===== src/rtl/bsip_pkg.sv =====
package bsip_pkg;

    typedef enum logic [1:0] {
        SEQ_IDLE  = 2'd0,
        SEQ_DATA  = 2'd1,
        SEQ_GUARD = 2'd2
    } seq_state_e;

    function automatic logic maj3(input logic a, input logic b, input logic c);
        return (a & b) | (a & c) | (b & c);
    endfunction

endpackage


===== src/rtl/bsip_seq.sv =====
module bsip_seq
    import bsip_pkg::*;
#(
    parameter int DATA_W  = 8,
    parameter int FRAME_W = 18
) (
    input  logic clk,
    input  logic rst_n,
    input  logic start_i,
    output logic in_data_o,
    output logic in_frame_o
);
    localparam int CNT_W = $clog2(FRAME_W + 1);
    localparam logic [CNT_W-1:0] LAST_DATA  = CNT_W'(DATA_W - 1);
    localparam logic [CNT_W-1:0] LAST_FRAME = CNT_W'(FRAME_W - 1);
    localparam seq_state_e AFTER_START = (DATA_W > 1) ? SEQ_DATA : SEQ_GUARD;

    seq_state_e       state_q, state_n;
    logic [CNT_W-1:0] cnt_q, cnt_n;

    always_ff @(posedge clk or negedge rst_n) begin
        if (!rst_n) begin
            state_q <= SEQ_IDLE;
            cnt_q   <= '0;
        end else begin
            state_q <= state_n;
            cnt_q   <= cnt_n;
        end
    end

    always_comb begin
        state_n = state_q;
        cnt_n   = cnt_q;
        if (start_i) begin
            state_n = AFTER_START;
            cnt_n   = CNT_W'(1);
        end else begin
            unique case (state_q)
                SEQ_IDLE: begin
                    cnt_n = '0;
                end
                SEQ_DATA: begin
                    cnt_n = cnt_q + 1'b1;
                    if (cnt_q == LAST_DATA) state_n = SEQ_GUARD;
                end
                SEQ_GUARD: begin
                    if (cnt_q == LAST_FRAME) begin
                        state_n = SEQ_IDLE;
                        cnt_n   = '0;
                    end else begin
                        cnt_n = cnt_q + 1'b1;
                    end
                end
                default: begin
                    state_n = SEQ_IDLE;
                    cnt_n   = '0;
                end
            endcase
        end
    end

    always_comb begin
        in_data_o  = start_i | (state_q == SEQ_DATA);
        in_frame_o = start_i | (state_q != SEQ_IDLE);
    end

endmodule


===== src/rtl/bsip_mac_chain.sv =====
module bsip_mac_chain
    import bsip_pkg::*;
#(
    parameter int COEF_W = 8
) (
    input  logic              clk,
    input  logic              rst_n,
    input  logic              x_i,
    input  logic              fs_i,
    input  logic              in_data_i,
    input  logic [COEF_W-1:0] coef_i,
    input  logic              signed_i,
    output logic              prod_o
);
    localparam int SIGN_CELL = COEF_W - 1;

    logic [COEF_W-1:0] w_q, w_cur;
    logic              sgn_q, sgn_cur;
    logic              xlast_q, x_eff;
    logic [COEF_W-1:0] s_q, c_q, s_n, c_n;

    assign w_cur   = fs_i ? coef_i : w_q;
    assign sgn_cur = fs_i ? signed_i : sgn_q;
    assign x_eff   = in_data_i ? x_i : (sgn_cur & xlast_q);

    for (genvar j = 0; j < COEF_W; j++) begin : g_cell
        logic ctrl, g, sin, cin;
        assign ctrl = (j == SIGN_CELL) ? sgn_cur : 1'b0;
        assign g    = (x_eff & w_cur[j]) ^ ctrl;
        if (j == SIGN_CELL) begin : g_top
            assign sin = 1'b0;
        end else begin : g_mid
            assign sin = fs_i ? 1'b0 : s_q[j+1];
        end
        assign cin    = fs_i ? ctrl : c_q[j];
        assign s_n[j] = g ^ sin ^ cin;
        assign c_n[j] = maj3(g, sin, cin);
    end

    always_ff @(posedge clk or negedge rst_n) begin
        if (!rst_n) begin
            w_q     <= '0;
            sgn_q   <= 1'b0;
            xlast_q <= 1'b0;
            s_q     <= '0;
            c_q     <= '0;
        end else begin
            w_q   <= w_cur;
            sgn_q <= sgn_cur;
            if (in_data_i) xlast_q <= x_i;
            s_q   <= s_n;
            c_q   <= c_n;
        end
    end

    assign prod_o = s_q[0];

endmodule


===== src/rtl/bsip_acc_row.sv =====
module bsip_acc_row
    import bsip_pkg::*;
#(
    parameter int N_TERMS = 4
) (
    input  logic               clk,
    input  logic               rst_n,
    input  logic [N_TERMS-1:0] prod_i,
    input  logic [N_TERMS-1:0] clr_i,
    output logic               sum_o
);
    logic [N_TERMS-1:0] acc_q, cr_q, acc_n, cr_n;

    for (genvar k = 0; k < N_TERMS; k++) begin : g_acc
        logic prev, cin;
        if (k == 0) begin : g_head
            assign prev = 1'b0;
        end else begin : g_tail
            assign prev = acc_q[k-1];
        end
        assign cin      = clr_i[k] ? 1'b0 : cr_q[k];
        assign acc_n[k] = prod_i[k] ^ prev ^ cin;
        assign cr_n[k]  = maj3(prod_i[k], prev, cin);
    end

    always_ff @(posedge clk or negedge rst_n) begin
        if (!rst_n) begin
            acc_q <= '0;
            cr_q  <= '0;
        end else begin
            acc_q <= acc_n;
            cr_q  <= cr_n;
        end
    end

    assign sum_o = acc_q[N_TERMS-1];

endmodule


===== src/rtl/bsip_array.sv =====
module bsip_array
    import bsip_pkg::*;
#(
    parameter int N_TERMS = 4,
    parameter int DATA_W  = 8,
    parameter int COEF_W  = 8
) (
    input  logic                      clk,
    input  logic                      rst_n,
    input  logic                      frame_start_i,
    input  logic                      signed_i,
    input  logic [N_TERMS-1:0]        data_i,
    input  logic [N_TERMS*COEF_W-1:0] coef_i,
    output logic                      result_o,
    output logic                      valid_o,
    output logic                      first_o
);
    localparam int GUARD_W = $clog2(N_TERMS);
    localparam int FRAME_W = DATA_W + COEF_W + GUARD_W;

    logic               in_data0, in_frame0;
    logic [N_TERMS-1:0] fs_lane, dat_lane, fs_q, prod;
    logic [N_TERMS-2:0] dat_q;
    logic [N_TERMS:0]   vld_q, fst_q;

    bsip_seq #(.DATA_W(DATA_W), .FRAME_W(FRAME_W)) u_seq (
        .clk       (clk),
        .rst_n     (rst_n),
        .start_i   (frame_start_i),
        .in_data_o (in_data0),
        .in_frame_o(in_frame0)
    );

    assign fs_lane[0]  = frame_start_i;
    assign dat_lane[0] = in_data0;
    for (genvar k = 1; k < N_TERMS; k++) begin : g_skew
        assign fs_lane[k]  = fs_q[k-1];
        assign dat_lane[k] = dat_q[k-1];
    end

    always_ff @(posedge clk or negedge rst_n) begin
        if (!rst_n) begin
            fs_q  <= '0;
            dat_q <= '0;
            vld_q <= '0;
            fst_q <= '0;
        end else begin
            fs_q  <= fs_lane;
            dat_q <= dat_lane[N_TERMS-2:0];
            vld_q <= {vld_q[N_TERMS-1:0], in_frame0};
            fst_q <= {fst_q[N_TERMS-1:0], frame_start_i};
        end
    end

    for (genvar k = 0; k < N_TERMS; k++) begin : g_lane
        bsip_mac_chain #(.COEF_W(COEF_W)) u_mac (
            .clk      (clk),
            .rst_n    (rst_n),
            .x_i      (data_i[k]),
            .fs_i     (fs_lane[k]),
            .in_data_i(dat_lane[k]),
            .coef_i   (coef_i[k*COEF_W +: COEF_W]),
            .signed_i (signed_i),
            .prod_o   (prod[k])
        );
    end

    bsip_acc_row #(.N_TERMS(N_TERMS)) u_acc (
        .clk   (clk),
        .rst_n (rst_n),
        .prod_i(prod),
        .clr_i (fs_q),
        .sum_o (result_o)
    );

    assign valid_o = vld_q[N_TERMS];
    assign first_o = fst_q[N_TERMS];

endmodule


===== config.mk =====
export PLATFORM = sky130hd
export DESIGN_NAME = bsip_array
export DESIGN_NICKNAME = d
export VERILOG_FILES = /design/src/rtl/bsip_pkg.sv /design/src/rtl/bsip_seq.sv /design/src/rtl/bsip_mac_chain.sv /design/src/rtl/bsip_acc_row.sv /design/src/rtl/bsip_array.sv
export SDC_FILE = /design/constraint.sdc
export NUM_CORES = 1
export LEC_CHECK = 0
export BUFFER_PORTS_ARGS = -buffer_cell sky130_fd_sc_hd__buf_2
export CORE_MARGIN = 2
export CORE_UTILIZATION = 35
export DETAILED_ROUTE_END_ITERATION = 8
export PLACE_DENSITY = 0.48
export SLEW_MARGIN = 30
export SYNTH_ARGS = -nofsm -noshare
export SYNTH_HDL_FRONTEND = slang
export SYNTH_SLANG_ARGS = --single-unit

===== constraint.sdc =====
create_clock -name clk -period 2.4 [get_ports clk]
set_input_delay 0.12 -clock clk [delete_from_list [all_inputs] [get_ports clk]]
set_output_delay 0.12 -clock clk [all_outputs]
set_load 0.005 [all_outputs]

==> metrics <==
Worst Path Class, Setup=reg -> reg; final worst-path cycle share=84.6%; Critical Path Start=u_seq.state_q[1]; TritonCTS clock tree=yes; final design utilization=44.3%; Seq/Total Area, Yosys=59.2%; number of warnings issued by yosys=0; met2 WL=4440 µm; top cell type's share of synthesized area=59.2%; RSZ-0062 raised after global routing=false; ant diodes=0; wire length on met3=251 µm; Root Buffer=clkbuf_16; outcome=complete, no violations; Die Area=17000 µm²; Die Width=130 µm; Mapped Nets=471; Layout fillers=1442; critical path peak fanout=6; minimum clock period=2030 ps; leak pwr=3.28 nW; Rel. slew slack=60.7%; Avg Cell Area, Syn=14.3 µm²; GRT overflow=0; largest net degree at the start of global routing=62; Layout Area Growth over Synthesis=24.7%; top routing layer in use=met4; skew final=4.54 ps; dpl hpwl=5790 µm; #FFs+latches synth=132; peak supply drop=0.536 mV; IO Pins=43; setup TNS=0 ps; All-Layer GR Usage=12.7%; Area contributors post-synth=dfrtp_1 (59%), fa_1 (11%), mux2_2 (6.7%); Detailed Routing Iterations Pass 1=4; initial antenna violation count=0; first-pass GRT wire length=16400 µm; Pwr Density=886 nW/µm²; Reg-to-Reg End=g_lane[0].u_mac.s_q[0]; Min-Delay Path Class=in -> reg; mapped cell area=5580 µm²; Max Root-Sink Buffers=2; Clock transition at path regs=50 ps; Post-synth EDFFs=0; Final Hold Fails=0; upper clock frequency limit=493 MHz; post_cts resized=0; reg2reg setup slack=370 ps; vias=3027; Inserted Clock Buffers=17; DR WL/cell=12.7 µm; core area=15700 µm²; Arrival @ worst endpoint=2330 ps; DRC errors left=0; max-cap violations=0; worst setup path endpoint=g_lane[0].u_mac.s_q[0]; CTS H-tree depth=4; WP data required=2700 ps; # port buffers=42; CP Capture Type=register; Netlist cell types=37; vias in the first global route=3462; Seq. cell area=3300 µm²; die height=130 µm; Clk Latency, worst-skew pair=410 ps; fin nets=563; RD Place Congestion=0.675; Primary FF master, synth=dfrtp_1; Reg-to-Reg Start=u_seq.state_q[1]; Routed Antenna Nets=0; crit path launch type=register; Via density=4.26; asr flop ratio synth=100%; drt initial violations=148; final setup violation count=0; R2R cell count=7; TritonCTS Sinks=132; Routed WL=8980 µm; Starting Density=35.5%; multi-input logic area=2070 µm²; fin. max-slew vios=0; Slew @ Worst Pin=590 ps; Syn Inst Count=390; row cnt=46; M1 WL=4110 µm; Synth area leader=dfrtp_1; layout cells sized above 1=24.1%
## worst max-delay path, stage by stage, from the launching register on
cell       delay (ps)
dfrtp_1           350
inv_1              80
ha_1              250
nand4bb_1         260
and2_1            270
nand2b_1          200
fa_1              490
inv_1              40
## layout by cell type (no fill, tap or decap), types with 3 or more instances in the layout
master | Yosys | final
inv_1 | 30 | 30
nand2b_1 | 19 | 19
a31oi_1 | 4 | 4
and2_1 | 13 | 13
nor3_1 | 4 | 4
clkbuf_8 | 0 | 5
buf_4 | 2 | 7
clkinv_2 | 0 | 3
dlygate4sd3_1 | 0 | 35
ha_1 | 10 | 10
mux2_2 | 33 | 33
dfrtp_1 | 132 | 132
fa_1 | 31 | 31
nand3_1 | 3 | 3
o21ai_2 | 3 | 3
buf_2 | 1 | 41
nand4bb_1 | 3 | 3
clkbuf_1 | 4 | 5
nand2_1 | 10 | 10
clkbuf_16 | 0 | 17
nor2b_1 | 56 | 56
and2b_1 | 4 | 4
## worst min-delay path by stage
stage	startpoint	endpoint	slack, ps	cells past startpoint
2_1_floorplan	rst_n	dat_q[0]	-180	0
3_3_place_gp	rst_n	g_lane[2].u_mac.w_q[2]	140	1
3_5_place_dp	rst_n	g_lane[2].u_mac.w_q[2]	140	1
4_1_cts	coef_i[23]	g_lane[2].u_mac.w_q[7]	0.9	2
5_1_grt	coef_i[23]	g_lane[2].u_mac.w_q[7]	4	2
6_report	coef_i[23]	g_lane[2].u_mac.w_q[7]	10	2
## cell families (layout without fill, tap and decap cells)
kind of cell	after synthesis	count (layout)	synth area share, %
xor gates and xnor gates	4	4	0.763
buffers and inverters	42	146	3.66
adders and majority gates	41	41	13.4
and+or+nand+nor	113	113	12.4
AOI/OAI and AO/OA	20	20	2.74
DFF	132	132	59.2
muxes	38	38	7.81
## cell usage after synthesis, types with 2 or more instances
cell type / instances
o21ai_0: 2
mux2_4: 2
mux2_2: 33
inv_1: 30
and2_1: 13
a31oi_1: 4
mux2i_1: 2
nor2b_1: 56
dfrtp_1: 132
nand2_1: 10
o21ai_2: 3
nor3_1: 4
o21bai_1: 2
xor2_1: 2
clkbuf_1: 4
fa_1: 31
and2b_1: 4
ha_1: 10
nand3_1: 3
nand4bb_1: 3
nand2b_1: 19
buf_6: 5
buf_4: 2
## cell type report
cell class / count / area share, %
inverters: 30 / 1.62
multi-input cells: 216 / 29.8
well taps: 216 / 3.89
clock buffers: 27 / 7.38
repair buffers: 85 / 9.20
clock inverters: 4 / 0.648
flip-flops and latches: 132 / 47.5
## power breakdown
| part | internal, mW | leakage [nW] | switching [mW] |
|---|---|---|---|
| sequential | 2.65 | 1.62 | 0.121 |
| combinational | 0.457 | 1.38 | 0.501 |
| clock | 1.55 | 0.277 | 0.879 |
## state kept, by name, indices dropped and copies added, names as in the netlist
signal	count
g_lane.u_mac.c_q	32
u_acc.acc_q	4
g_lane.u_mac.s_q	32
g_lane.u_mac.xlast_q	4
dat_q	3
u_seq.state_q	2
u_seq.cnt_q	5
fst_q	5
vld_q	5
g_lane.u_mac.sgn_q	4
g_lane.u_mac.w_q	32
u_acc.cr_q	4
## repair_timing
action                    in CTS  in global routing
setup buffers                  0                  0
hold buffers                  35                  0
hold endpoints to repair      93                  0
## per-layer routing
layer	global-route usage (%)	vias up
met3	3.69	15
li1	-	1419
met4	5.88	0
met1	15.8	1547
met2	20.6	46
met5	0	-
## metrics by stage
step / cell area [µm²] / power, mW / worst slack, ps / cells / hold slack (ps)
after floorplan: 5580 / 3.44 / 604 / 390 / -176
after global placement: 6040 / 3.71 / 486 / 644 / 139
after detailed placement: 6040 / 3.75 / 379 / 644 / 144
after CTS: 6950 / 6.29 / 365 / 710 / 0.892
after global routing: 6950 / 6.58 / 244 / 710 / 4.23
final: 6950 / 6.16 / 370 / 710 / 14.4
No activity file was read; power rests on OpenSTA's default activity.
